[src/rtl/isrc_pkg.sv]
// Shared constants and types for the interrupt source slice.
// Assumes a 32-bit register word; field positions are fixed by software.
package isrc_pkg;

    localparam int WORD_W      = 32;
    localparam int PRIO_W      = 4;
    localparam int VEC_W       = 8;
    localparam int BIT_MASK    = 31;
    localparam int BIT_ACTIVE  = 30;
    localparam int BIT_MCAST   = 29;
    localparam int BIT_POL     = 23;
    localparam int BIT_LEVEL   = 22;
    localparam int PRIO_LSB    = 16;
    localparam int VEC_LSB     = 0;

    typedef struct packed {
        logic              mask;
        logic              mcast;
        logic              pol;
        logic              lvl;
        logic [PRIO_W-1:0] prio;
        logic [VEC_W-1:0]  vec;
    } src_cfg_t;

    typedef enum logic [1:0] {
        EV_NONE     = 2'd0,
        EV_ACTIVE   = 2'd1,
        EV_INACTIVE = 2'd2
    } sense_ev_t;

endpackage

[src/rtl/isrc_sync.sv]
// Synchronizes the raw interrupt line and reports its transitions.
// Assumes STAGES >= 2; an edge is the synchronized level differing from
// a copy registered one clock earlier.
module isrc_sync #(
    parameter int STAGES = 2
) (
    input  logic clk,
    input  logic rst_n,
    input  logic raw,
    output logic rise,
    output logic fall
);
    localparam int LAST = STAGES - 1;

    logic [LAST:0] chain;
    logic          prev;

    // Shift the raw line through the synchronizer chain.
    always_ff @(posedge clk) begin
        if (!rst_n) chain <= '0;
        else        chain <= {chain[LAST-1:0], raw};
    end

    // Keep the last synchronized level for edge comparison.
    always_ff @(posedge clk) begin
        if (!rst_n) prev <= 1'b0;
        else        prev <= chain[LAST];
    end

    assign rise = chain[LAST] & ~prev;
    assign fall = ~chain[LAST] & prev;

endmodule

[src/rtl/isrc_sense.sv]
// Classifies a transition as active or inactive for the configured polarity.
// Assumes at most one of rise/fall is set in a cycle.
module isrc_sense
    import isrc_pkg::*;
(
    input  logic      rise,
    input  logic      fall,
    input  logic      pol,
    output sense_ev_t ev
);
    logic to_active;
    logic to_inactive;

    // Map raw edges onto active/inactive transitions.
    always_comb begin
        to_active   = pol ? rise : fall;
        to_inactive = pol ? fall : rise;
        if (to_active)        ev = EV_ACTIVE;
        else if (to_inactive) ev = EV_INACTIVE;
        else                  ev = EV_NONE;
    end

endmodule

[src/rtl/isrc_cfg_regs.sv]
// Configuration word and target mask of one source, with read mux.
// Assumes a single-cycle write strobe; reads are combinational on sel.
module isrc_cfg_regs
    import isrc_pkg::*;
#(
    parameter int N_DEST   = 4,
    parameter bit EXTERNAL = 1'b1
) (
    input  logic              clk,
    input  logic              rst_n,
    input  logic              wr,
    input  logic              sel,
    input  logic [WORD_W-1:0] wdata,
    input  logic              active,
    output src_cfg_t          cfg,
    output logic [N_DEST-1:0] dest,
    output logic [WORD_W-1:0] rdata
);
    logic mcast_w;

    generate
        if (EXTERNAL) begin : g_ext
            assign mcast_w = 1'b0;
        end else begin : g_int
            assign mcast_w = wdata[BIT_MCAST];
        end
    endgenerate

    // Capture the configuration word; priority keeps its low bits only.
    always_ff @(posedge clk) begin
        if (!rst_n) begin
            cfg       <= '0;
            cfg.mask  <= 1'b1;
        end else if (wr && !sel) begin
            cfg.mask  <= wdata[BIT_MASK];
            cfg.mcast <= mcast_w;
            cfg.pol   <= wdata[BIT_POL];
            cfg.lvl   <= wdata[BIT_LEVEL];
            cfg.prio  <= wdata[PRIO_LSB +: PRIO_W];
            cfg.vec   <= wdata[VEC_LSB +: VEC_W];
        end
    end

    // Capture the target mask, truncated to implemented destinations.
    always_ff @(posedge clk) begin
        if (!rst_n)          dest <= '0;
        else if (wr && sel)  dest <= wdata[N_DEST-1:0];
    end

    // Assemble the selected register for reading.
    always_comb begin
        rdata = '0;
        if (!sel) begin
            rdata[BIT_MASK]             = cfg.mask;
            rdata[BIT_ACTIVE]           = active;
            rdata[BIT_MCAST]            = cfg.mcast;
            rdata[BIT_POL]              = cfg.pol;
            rdata[BIT_LEVEL]            = cfg.lvl;
            rdata[PRIO_LSB +: PRIO_W]   = cfg.prio;
            rdata[VEC_LSB +: VEC_W]     = cfg.vec;
        end else begin
            rdata[N_DEST-1:0]           = dest;
        end
    end

    p_wr_mask_r2: assert property (@(posedge clk) disable iff (!rst_n)
        (wr && !sel) |=> (cfg.mask == $past(wdata[BIT_MASK])));

    p_wr_prio_r2: assert property (@(posedge clk) disable iff (!rst_n)
        (wr && !sel) |=> (cfg.prio == $past(wdata[PRIO_LSB +: PRIO_W])));

endmodule

[src/rtl/isrc_track.sv]
// Pending and in-service tracking plus the new-request decision.
// Assumes take/done strobes come from the delivery side; an input event in
// the same cycle as a take decides the pending mask.
module isrc_track
    import isrc_pkg::*;
#(
    parameter int N_DEST = 4
) (
    input  logic              clk,
    input  logic              rst_n,
    input  sense_ev_t         ev,
    input  src_cfg_t          cfg,
    input  logic [N_DEST-1:0] dest,
    input  logic [N_DEST-1:0] take,
    input  logic [N_DEST-1:0] done,
    output logic [N_DEST-1:0] pend,
    output logic [N_DEST-1:0] insvc,
    output logic              req_valid,
    output logic [PRIO_W-1:0] req_prio,
    output logic [VEC_W-1:0]  req_vec,
    output logic [N_DEST-1:0] req_dest
);
    logic [N_DEST-1:0] pend_n;
    logic [N_DEST-1:0] insvc_n;
    logic [N_DEST-1:0] rdest_n;
    logic              req_n;

    // Decide the next masks and whether a fresh request is raised.
    always_comb begin
        pend_n  = pend;
        insvc_n = (insvc | take) & ~done;
        rdest_n = '0;
        req_n   = 1'b0;
        if ((|take) && !cfg.lvl)
            pend_n = cfg.mcast ? (pend & ~take) : '0;
        if (!cfg.mask) begin
            if (cfg.mcast) begin
                if (ev == EV_ACTIVE) begin
                    rdest_n = dest & ~pend;
                    pend_n  = pend | dest;
                    req_n   = |rdest_n;
                end
            end else if (ev == EV_INACTIVE) begin
                if (cfg.lvl) pend_n = '0;
            end else if (ev == EV_ACTIVE) begin
                if (|insvc) begin
                    pend_n = insvc;
                end else if (pend == '0) begin
                    req_n   = 1'b1;
                    rdest_n = dest;
                    pend_n  = dest;
                end
            end
        end
    end

    // Register the masks.
    always_ff @(posedge clk) begin
        if (!rst_n) begin
            pend  <= '0;
            insvc <= '0;
        end else begin
            pend  <= pend_n;
            insvc <= insvc_n;
        end
    end

    // Register the request pulse and its payload.
    always_ff @(posedge clk) begin
        if (!rst_n) begin
            req_valid <= 1'b0;
            req_prio  <= '0;
            req_vec   <= '0;
            req_dest  <= '0;
        end else begin
            req_valid <= req_n;
            req_prio  <= cfg.prio;
            req_vec   <= cfg.vec;
            req_dest  <= rdest_n;
        end
    end

    p_masked_quiet_r5: assert property (@(posedge clk) disable iff (!rst_n)
        req_valid |-> !$past(cfg.mask));

    p_req_pend_r6: assert property (@(posedge clk) disable iff (!rst_n)
        (req_valid && !$past(cfg.mcast)) |-> (pend == req_dest));

    p_withdraw_r7: assert property (@(posedge clk) disable iff (!rst_n)
        (!cfg.mask && !cfg.mcast && cfg.lvl && ev == EV_INACTIVE) |=> (pend == '0));

    p_done_clears_r9: assert property (@(posedge clk) disable iff (!rst_n)
        (|done) |=> ((insvc & $past(done)) == '0));

    p_take_sets_r9: assert property (@(posedge clk) disable iff (!rst_n)
        (|(take & ~done)) |=> ((insvc & $past(take & ~done)) == $past(take & ~done)));

endmodule

[src/rtl/isrc_slice.sv]
// One interrupt source slice: synchronizer, sense classification,
// configuration registers and pending/in-service tracking.
// Assumes irq_in may be asynchronous; all other inputs are synchronous.
module isrc_slice #(
    parameter int N_DEST      = 4,
    parameter int SYNC_STAGES = 2,
    parameter bit EXTERNAL    = 1'b1
) (
    input  logic              clk,
    input  logic              rst_n,
    input  logic              irq_in,
    input  logic              reg_wr,
    input  logic              reg_sel,
    input  logic [31:0]       reg_wdata,
    output logic [31:0]       reg_rdata,
    input  logic [N_DEST-1:0] svc_take,
    input  logic [N_DEST-1:0] svc_done,
    output logic [N_DEST-1:0] pend_mask,
    output logic [N_DEST-1:0] insvc_mask,
    output logic              req_valid,
    output logic [3:0]        req_prio,
    output logic [7:0]        req_vector,
    output logic [N_DEST-1:0] req_dest
);
    import isrc_pkg::*;

    logic              rise;
    logic              fall;
    sense_ev_t         ev;
    src_cfg_t          cfg;
    logic [N_DEST-1:0] dest;
    logic              active;

    assign active = (|pend_mask) | (|insvc_mask);

    isrc_sync #(.STAGES(SYNC_STAGES)) u_sync (
        .clk  (clk),
        .rst_n(rst_n),
        .raw  (irq_in),
        .rise (rise),
        .fall (fall)
    );

    isrc_sense u_sense (
        .rise(rise),
        .fall(fall),
        .pol (cfg.pol),
        .ev  (ev)
    );

    isrc_cfg_regs #(.N_DEST(N_DEST), .EXTERNAL(EXTERNAL)) u_regs (
        .clk   (clk),
        .rst_n (rst_n),
        .wr    (reg_wr),
        .sel   (reg_sel),
        .wdata (reg_wdata),
        .active(active),
        .cfg   (cfg),
        .dest  (dest),
        .rdata (reg_rdata)
    );

    isrc_track #(.N_DEST(N_DEST)) u_track (
        .clk      (clk),
        .rst_n    (rst_n),
        .ev       (ev),
        .cfg      (cfg),
        .dest     (dest),
        .take     (svc_take),
        .done     (svc_done),
        .pend     (pend_mask),
        .insvc    (insvc_mask),
        .req_valid(req_valid),
        .req_prio (req_prio),
        .req_vec  (req_vector),
        .req_dest (req_dest)
    );

endmodule

[config.mk]
export PLATFORM = sky130hd
export DESIGN_NAME = isrc_slice
export DESIGN_NICKNAME = d
export VERILOG_FILES = /design/src/rtl/isrc_pkg.sv /design/src/rtl/isrc_sync.sv /design/src/rtl/isrc_sense.sv /design/src/rtl/isrc_cfg_regs.sv /design/src/rtl/isrc_track.sv /design/src/rtl/isrc_slice.sv
export SDC_FILE = /design/constraint.sdc
export NUM_CORES = 1
export LEC_CHECK = 0
export ABC_AREA = 0
export CAP_MARGIN = 10
export CORE_MARGIN = 4
export CORE_UTILIZATION = 42
export DETAILED_ROUTE_END_ITERATION = 10
export HOLD_SLACK_MARGIN = 0.06
export MAX_ROUTING_LAYER = met4
export PLACE_DENSITY = 0.95
export SLEW_MARGIN = 40
export SYNTH_ARGS = -nofsm -noshare
export SYNTH_HDL_FRONTEND = slang
export SYNTH_SLANG_ARGS = --single-unit
[constraint.sdc]
create_clock -name clk -period 3.2 [get_ports clk]
set_input_delay 0.32 -clock clk [delete_from_list [all_inputs] [get_ports clk]]
set_output_delay 0.32 -clock clk [all_outputs]
set_load 0.005 [all_outputs]
==> results of run 1 <==
[worst paths after layout]
kind                                       start                   to  depth (start not counted)  slack [ns]
worst max-delay path                     reg_sel        reg_rdata[30]                          4        0.87
worst min-delay path             u_sync.chain[0]      u_sync.chain[1]                          1        0.44
worst min register to register   u_sync.chain[0]      u_sync.chain[1]                          1        0.44
worst max register to register  u_track.insvc[1]  u_track.req_dest[3]                          4        1.82
[logic make-up (layout without fill, tap and decap cells)]
family	after synthesis	count (layout)	synth area share
and+or+nand+nor	92	92	0.263
DFF	47	47	0.481
AOI/OAI and AO/OA	37	37	0.141
buffers and inverters	30	85	0.0901
muxes	4	4	0.0230
other	1	16	0.00192
[synthesized netlist by cell type, drive strengths merged]
cell type | count | area share
o211ai | 1 | 0.011
buf | 18 | 0.067
o211a | 3 | 0.015
clkbuf | 6 | 0.012
mux2 | 4 | 0.023
and2 | 15 | 0.048
nor2b | 12 | 0.042
nand2b | 1 | 0.0032
nor2 | 12 | 0.028
nor4b | 1 | 0.012
and4bb | 1 | 0.0064
nand2 | 37 | 0.071
nand3 | 5 | 0.013
nor4 | 2 | 0.014
and3b | 1 | 0.0045
a21boi | 18 | 0.069
o21ai | 8 | 0.022
or4 | 1 | 0.0058
nor3b | 4 | 0.015
dfxtp | 47 | 0.48
o31a | 1 | 0.0045
inv | 6 | 0.012
o2111a | 1 | 0.0058
a21oi | 5 | 0.013
conb | 1 | 0.0019
[final cells by class]
cell class	instances	area [um2]
sequential	47	941
fill	373	1700
clock buffer	6	82.6
timing repair buffer	71	703
clock inverter	2	35.0
multi-input combinational	149	896
inverter	6	22.5
tap	52	65.1
[routing by layer]
metal / part of all wire / vias to the layer above
met4: 0.017 / 0
met2: 0.52 / 53
met5: 0 / -
met3: 0.063 / 10
met1: 0.40 / 732
li1: - / 798
[metrics by stage]
stage,power [uW],util
5_1_grt,1260,0.618
3_5_place_dp,772,0.591
6_report,1210,0.618
3_3_place_gp,768,0.591
4_1_cts,1210,0.618
2_1_floorplan,704,-
[worst max-delay path: stages]
cell             delay, ns
clkdlybuf4s50_1       0.68
buf_4                 0.32
nor2_1                0.16
clkdlybuf4s50_1       0.53
[power by group through the flow]
stage / clock network (uW) / logic (uW) / registers (uW)
finish: 447 / 139 / 620
global route: 484 / 152 / 623
CTS: 453 / 140 / 620
detailed placement: 0 / 139 / 634
global placement: 0 / 136 / 633
floorplan: 0 / 74.2 / 630
[flip-flops by register name, indices dropped and copies added (netlist names), 2 cells and up]
register,cells
u_regs.cfg,15
u_regs.dest,4
u_sync.chain,2
u_track.insvc,4
u_track.pend,4
u_track.req_dest,4
u_track.req_prio,4
u_track.req_vec,8
==> results.toml, run 1 <==
[clock_network]
path_clk_slew_ns = 0.08
cts_root_buffer = "clkbuf_8"
numCtsBuffers = 5
postCtsResizedCells = 0
hold_buffers = 0
post_cts_buffers = 0
clock_latency_ns = 0.30
clockBufferDepth = 2
cts_tree = "done"
htree_levels = 2
cts.sink_count = 47

[timing]
skew_ns = 0.00964
worstMarginPinSlew_ns = 0.721
report.final.hold_viol_count = 0
fin_crit_sh = 0.729
worst_hold_slack_ns = 0.444
fmaxAchievable_mhz = 429
timing.final.max_slew_violations = 0
max-slew-margin-rel = 0.518
worst_slack_ns = 0.867
rsz0062_at_grt = "no"
finalCriticalPeriod_ns = 2.33
setup_viol = 0
fin_tns_setup_ns = 0

[grt]
grt_usage = 0.165
grt_use_met3 = 0.0508
grt_max_degree = 25
use_met2 = 0.296
grt_pass1_vias = 1551
grt.met1_usage = 0.171
top_usage_layer = "met2"
gr-total-overflow = 0
grt_pass1_wl_um = 7490
grt_antenna_before_repair = 0

[placement]
post-place-ws_ns = 0.881
postPlaceCellArea_um2 = 2630
numPortBuffers = 68
placed_cells = 325
place_hpwl_um = 3410
gp_congestion = 0.787

[synth]
synthCells = 211
synth_warnings = 0
synthDistinctLibCells = 30
synth.avg_cell_area_um2 = 9.27
yosysSeqAreaShare = 0.481
ys_ff_latch = 47
synthesis.area_um2 = 1960

[outcome]
status = "finished clean"

[setup_path]
path_class = "primary input to output port"
path_max_fanout = 13
start_kind = "primary input"
critical_path_arrival_ns = 2.01
required_ns = 2.88
end_kind = "output port"

[layout]
layout_common_cells = "clkdlybuf4s50_1, dfxtp_1, nand2_1"
final_cell_count_no_fill = 333
design_area_um2 = 2750
nets = 325
antenna_cells = 0
mostFrequentLayoutCell = "clkdlybuf4s50_1"
syn_to_final_growth_pct = 40.3
drive_gt1_frac = 0.0925

[power_and_ir_drop]
power_switching_uw = 267
internal_power_uw = 939
p_leak_uw = 0.00107
sw_frac_of_total = 0.222
seq_power_share = 0.514
pwr-share-clk = 0.371
vdd_drop_max_mv = 0.221
p_comb_frac = 0.115
cellPowerDensity_nw_per_um2 = 439

[drt]
drt_pass1_iterations = 4
wirelength_um = 4590
antenna_left = 0
drc = 0
first_iter_violations = 77
detail_route.wl_per_cell_um = 13.8
vias = 1593
viasPerCell = 4.78

[floorplan]
die_h_um = 76.3
fp-row-count = 24
start_util = 0.440
die_x_um = 76.3
die_area_um2 = 5820
core_um2 = 4440
ios = 102

[min_path]
hp-class = "flop to flop"

[flow_run]
drv_cap = 0
Power figures use the tool's default switching activity.
==> inputs of run 2 (changes only) <==
Settings changed: CORE_UTILIZATION 42 to 35, PLACE_DENSITY 0.95 to 0.87.
Clock period 3.2 ns to 1.95 ns, I/O delays scaled along.
==> results.toml, run 2 (synthesized netlist as in run 1, its figures left out) <==
[setup_path]
end_kind = "output port"
path_max_fanout = 2
slowest_delay_ns = 0.57
required_ns = 1.75
critPathSlowestCell = "or4_4"
path_class = "flop to output port"
critical_path_arrival_ns = 1.63
start_kind = "flop"
crit_chain = "or4_4 > nor2b_4 > nor2_1 > dlygate4sd2_1"

[drt]
drc = 0
vias = 1602
wirelength_um = 4540
drt_pass1_iterations = 4
detail_route.wl_per_cell_um = 12.7
antenna_left = 0
viasPerCell = 4.47
first_iter_violations = 76

[grt]
grt_usage = 0.138
grt_antenna_before_repair = 0
grt_max_degree = 28
grt_pass1_vias = 1490
gr-total-overflow = 0
grt_pass1_wl_um = 6960

[outcome]
status = "finished clean"

[clock_network]
clockBufferDepth = 2
hold_buffers = 0
path_clk_slew_ns = 0.07
cts.sink_count = 47
htree_levels = 2
cts_tree = "done"
clock_latency_ns = 0.29
numCtsBuffers = 5
cts_root_buffer = "clkbuf_8"

[power_and_ir_drop]
internal_power_uw = 1380
power_switching_uw = 401
seq_power_share = 0.571
pwr-share-clk = 0.292
cellPowerDensity_nw_per_um2 = 637
vdd_drop_max_mv = 0.244
sw_frac_of_total = 0.226
p_leak_uw = 0.00111
p_comb_frac = 0.137

[floorplan]
core_um2 = 5270
die_area_um2 = 6850
die_h_um = 82.8
fp-row-count = 26
die_x_um = 82.8
ios = 102
start_util = 0.371

[layout]
nets = 334
antenna_cells = 0
top_register = "u_regs.cfg"
drive_gt1_frac = 0.111
largestRegisters = "u_regs.cfg: 15 flops, u_track.req_vec: 8 flops"
layout_common_cells = "clkdlybuf4s50_1, dfxtp_1, nand2_1"
fillers = 487
mostFrequentLayoutCell = "clkdlybuf4s50_1"
largest_reg_flops = 15
syn_to_final_growth_pct = 42.6

[timing]
report.final.hold_viol_count = 0
timing.final.max_slew_violations = 0
setup_viol = 0
worstMarginPinSlew_ns = 0.598
finalCriticalPeriod_ns = 1.82
fin_tns_setup_ns = 0
fin_crit_sh = 0.934
worst_slack_ns = 0.130
skew_ns = 0.00341
fmaxAchievable_mhz = 549
rsz0062_at_grt = "no"
max-slew-margin-rel = 0.598

[placement]
post-place-ws_ns = 0.0293
numPortBuffers = 68
place_hpwl_um = 3610
gp_congestion = 0.790

[min_path]
hp-class = "flop to flop"

[flow_run]
drv_cap = 0
-- run 2: power groups by stage --
stage	Clock, uW	Combinational, uW	Sequential, uW
2_1_floorplan	0	122	1030
3_3_place_gp	0	238	1040
3_5_place_dp	0	244	1040
4_1_cts	532	247	1010
5_1_grt	566	268	1020
6_report	518	244	1010
-- run 2: final cells by class --
| cell class | count | area, um2 | share of cell area |
|---|---|---|---|
| Clock buffer | 6 | 72.6 | 0.0260 |
| Inverter | 6 | 22.5 | 0.00807 |
| Multi-Input combinational cell | 149 | 896 | 0.321 |
| Sequential cell | 47 | 941 | 0.337 |
| Tap cell | 70 | 87.6 | 0.0314 |
| Timing Repair Buffer | 80 | 772 | 0.277 |
-- run 2: through the flow --
step | hold WS, ns | instances | power, uW | cell area (um2) | utilization
2_1_floorplan | 0.271 | 226 | 1160 | 2010 | -
3_3_place_gp | 0.418 | 351 | 1270 | 2710 | 0.514
3_5_place_dp | 0.419 | 351 | 1280 | 2710 | 0.514
4_1_cts | 0.433 | 358 | 1790 | 2790 | 0.529
5_1_grt | 0.437 | 358 | 1850 | 2790 | 0.530
6_report | 0.430 | 358 | 1780 | 2790 | 0.530
-- run 2: worst max-delay path: cells and delay by family (launching register included) --
| kind | cells | cell delay (ns) |
|---|---|---|
| AND/OR/NAND/NOR | 3 | 0.75 |
| flip-flops | 1 | 0.32 |
| buffers and inverters | 1 | 0.27 |
-- run 2: routing by layer --
layer  global-route usage  vias to the layer above  routed length, um  part of all wire
met5                    -                        -                  0                 0
met4               0.0654                        0                 93             0.021
met3               0.0270                        9                324             0.071
met2                0.230                       60               2270              0.50
met1                0.160                      719               1840              0.41
li1                     -                      814                  -                 -
-- run 2: path summary, 6_finish.rpt --
kind	startpoint	endpoint	cells past startpoint	slack (ns)
hold reg to reg	u_sync.chain[0]	u_sync.chain[1]	1	0.43
setup / recovery	u_track.insvc[1]	reg_rdata[30]	4	0.13
setup reg to reg	u_track.insvc[1]	u_track.req_dest[2]	5	0.58
hold / removal	u_sync.chain[0]	u_sync.chain[1]	1	0.43
-- run 2: timing repair --
action / 4_1_cts / 5_1_grt
buffers inserted: 1 / 0
endpoints found under the setup margin: 1 / 9
cloned: 0 / 0
gates resized for setup: 1 / 1
==> inputs of run 3 (changes only) <==
Settings changed: CORE_MARGIN 4 to 8, PLACE_DENSITY 0.87 to unset, PLACE_DENSITY_LB_ADDON set to 0.08.
==> results.toml, run 3 (synthesized netlist as in run 1, its figures left out) <==
[outcome]
status = "finished clean"

[drt]
first_iter_violations = 94
antenna_left = 0
wirelength_um = 4970
detail_route.wl_per_cell_um = 13.6
drt_pass1_iterations = 4
viasPerCell = 4.39
vias = 1603
drc = 0

[floorplan]
die_x_um = 90.8
fp-row-count = 27
ios = 102
die_h_um = 90.8
die_area_um2 = 8240
core_um2 = 5440
start_util = 0.360

[timing]
fmaxAchievable_mhz = 562
setup_viol = 0
fin_crit_sh = 0.913
rsz0062_at_grt = "no"
timing.final.max_slew_violations = 0
report.final.hold_viol_count = 0
finalCriticalPeriod_ns = 1.78
skew_ns = 0.00759
worst_slack_ns = 0.170
fin_tns_setup_ns = 0

[setup_path]
required_ns = 1.75
crit_chain = "or4_4 > nor2b_4 > nor2_1 > dlygate4sd2_1"
path_max_fanout = 2
path_class = "flop to output port"
r2r_setup_slack_ns = 0.58
slowest_delay_ns = 0.56
critPathSlowestCell = "or4_4"
start_kind = "flop"
r2r_cells = 4
critical_path_arrival_ns = 1.58
end_kind = "output port"
r2r_start = "u_regs.cfg[15]"
worstReg2RegEnd = "u_track.pend[2]"

[power_and_ir_drop]
power_uw = 2090
p_leak_uw = 0.00115
cellPowerDensity_nw_per_um2 = 727
vdd_drop_max_mv = 0.408

[layout]
utilization = 0.529
layout_common_cells = "clkdlybuf4s50_1, dfxtp_1, nand2_1"
top_register = "u_regs.cfg"
drive_gt1_frac = 0.126
nets = 337
antenna_cells = 0
largestRegisters = "u_regs.cfg: 15 flops, u_track.req_vec: 8 flops"
syn_to_final_growth_pct = 47.0
mostFrequentLayoutCell = "clkdlybuf4s50_1"
largest_reg_flops = 15

[flow_run]
drv_cap = 0

[min_path]
hold_depth = 3
hp-start = "reg_sel"
hp-class = "primary input to flop"
holdPathEnd = "u_regs.dest[3]"

[grt]
grt_usage = 0.128
grt_pass1_wl_um = 8420
grt_antenna_before_repair = 0
gr-total-overflow = 0
grt_pass1_vias = 1699
grt_max_degree = 28

[clock_network]
numCtsBuffers = 5
path_clk_slew_ns = 0.08
cts_root_buffer = "clkbuf_8"
clockBufferDepth = 2
hold_buffers = 0
cts_tree = "done"
htree_levels = 2
cts.sink_count = 47
clock_latency_ns = 0.29

[placement]
numPortBuffers = 68
place_hpwl_um = 3780
gp_congestion = 0.782
post-place-ws_ns = 0.0506
## run 3: cell types whose count changed in the layout (fill, tap and decap cells not counted), sizes merged
| cell | previous run | this run |
|---|---|---|
| buf | 12 | 15 |
| bufinv | 0 | 2 |
## run 3: layout make-up
cell class / instances / area, um2
sequential: 47 / 941
clock buffer: 6 / 72.6
clock inverter: 2 / 60.1
tap: 72 / 90.1
multi-input combinational: 149 / 896
inverter: 6 / 22.5
timing repair buffer: 83 / 795
fill: 523 / 2560
## run 3: per-layer routing
layer | vias up | share of wire | GRT usage
met1 | 727 | 0.46 | 0.150
met2 | 51 | 0.45 | 0.197
met3 | 6 | 0.073 | 0.0449
met5 | - | 0 | -
li1 | 819 | - | -
met4 | 0 | 0.011 | 0.0450
## run 3: critical path: cells and delay by family, from the launching register on
family                 cells  cell delay (ns)
buffers and inverters      1             0.25
DFF                        1             0.31
and+or+nand+nor            3             0.73
## run 3: power breakdown
part           leakage [uW]  internal [uW]  switching (uW)
Sequential         0.000383            991            23.1
Clock             0.0000654            512             316
Combinational      0.000702            149             101
Total               0.00115           1650             440
## run 3: worst max path at each step
stage | startpoint | end | cells after the start
2_1_floorplan | u_track.insvc[1] | u_track.req_dest[0] | 4
3_3_place_gp | reg_sel | reg_rdata[1] | 3
3_5_place_dp | reg_sel | reg_rdata[0] | 3
4_1_cts | reg_sel | reg_rdata[0] | 3
5_1_grt | u_track.insvc[2] | reg_rdata[30] | 4
6_report | u_track.insvc[2] | reg_rdata[30] | 4
## run 3: stage by stage
stage	area [um2]	hold slack [ns]	instances
after floorplan	2010	0.271	226
after global placement	2730	0.423	355
after detailed placement	2730	0.426	355
after CTS	2870	0.429	365
after global routing	2880	0.429	365
final	2880	0.396	365
## run 3: what timing repair did
item	in CTS	in global routing
setup endpoints to repair	1	9
hold endpoints to repair	0	0
setup buffers	2	0
pin swaps	1	0
gates resized for setup	1	1
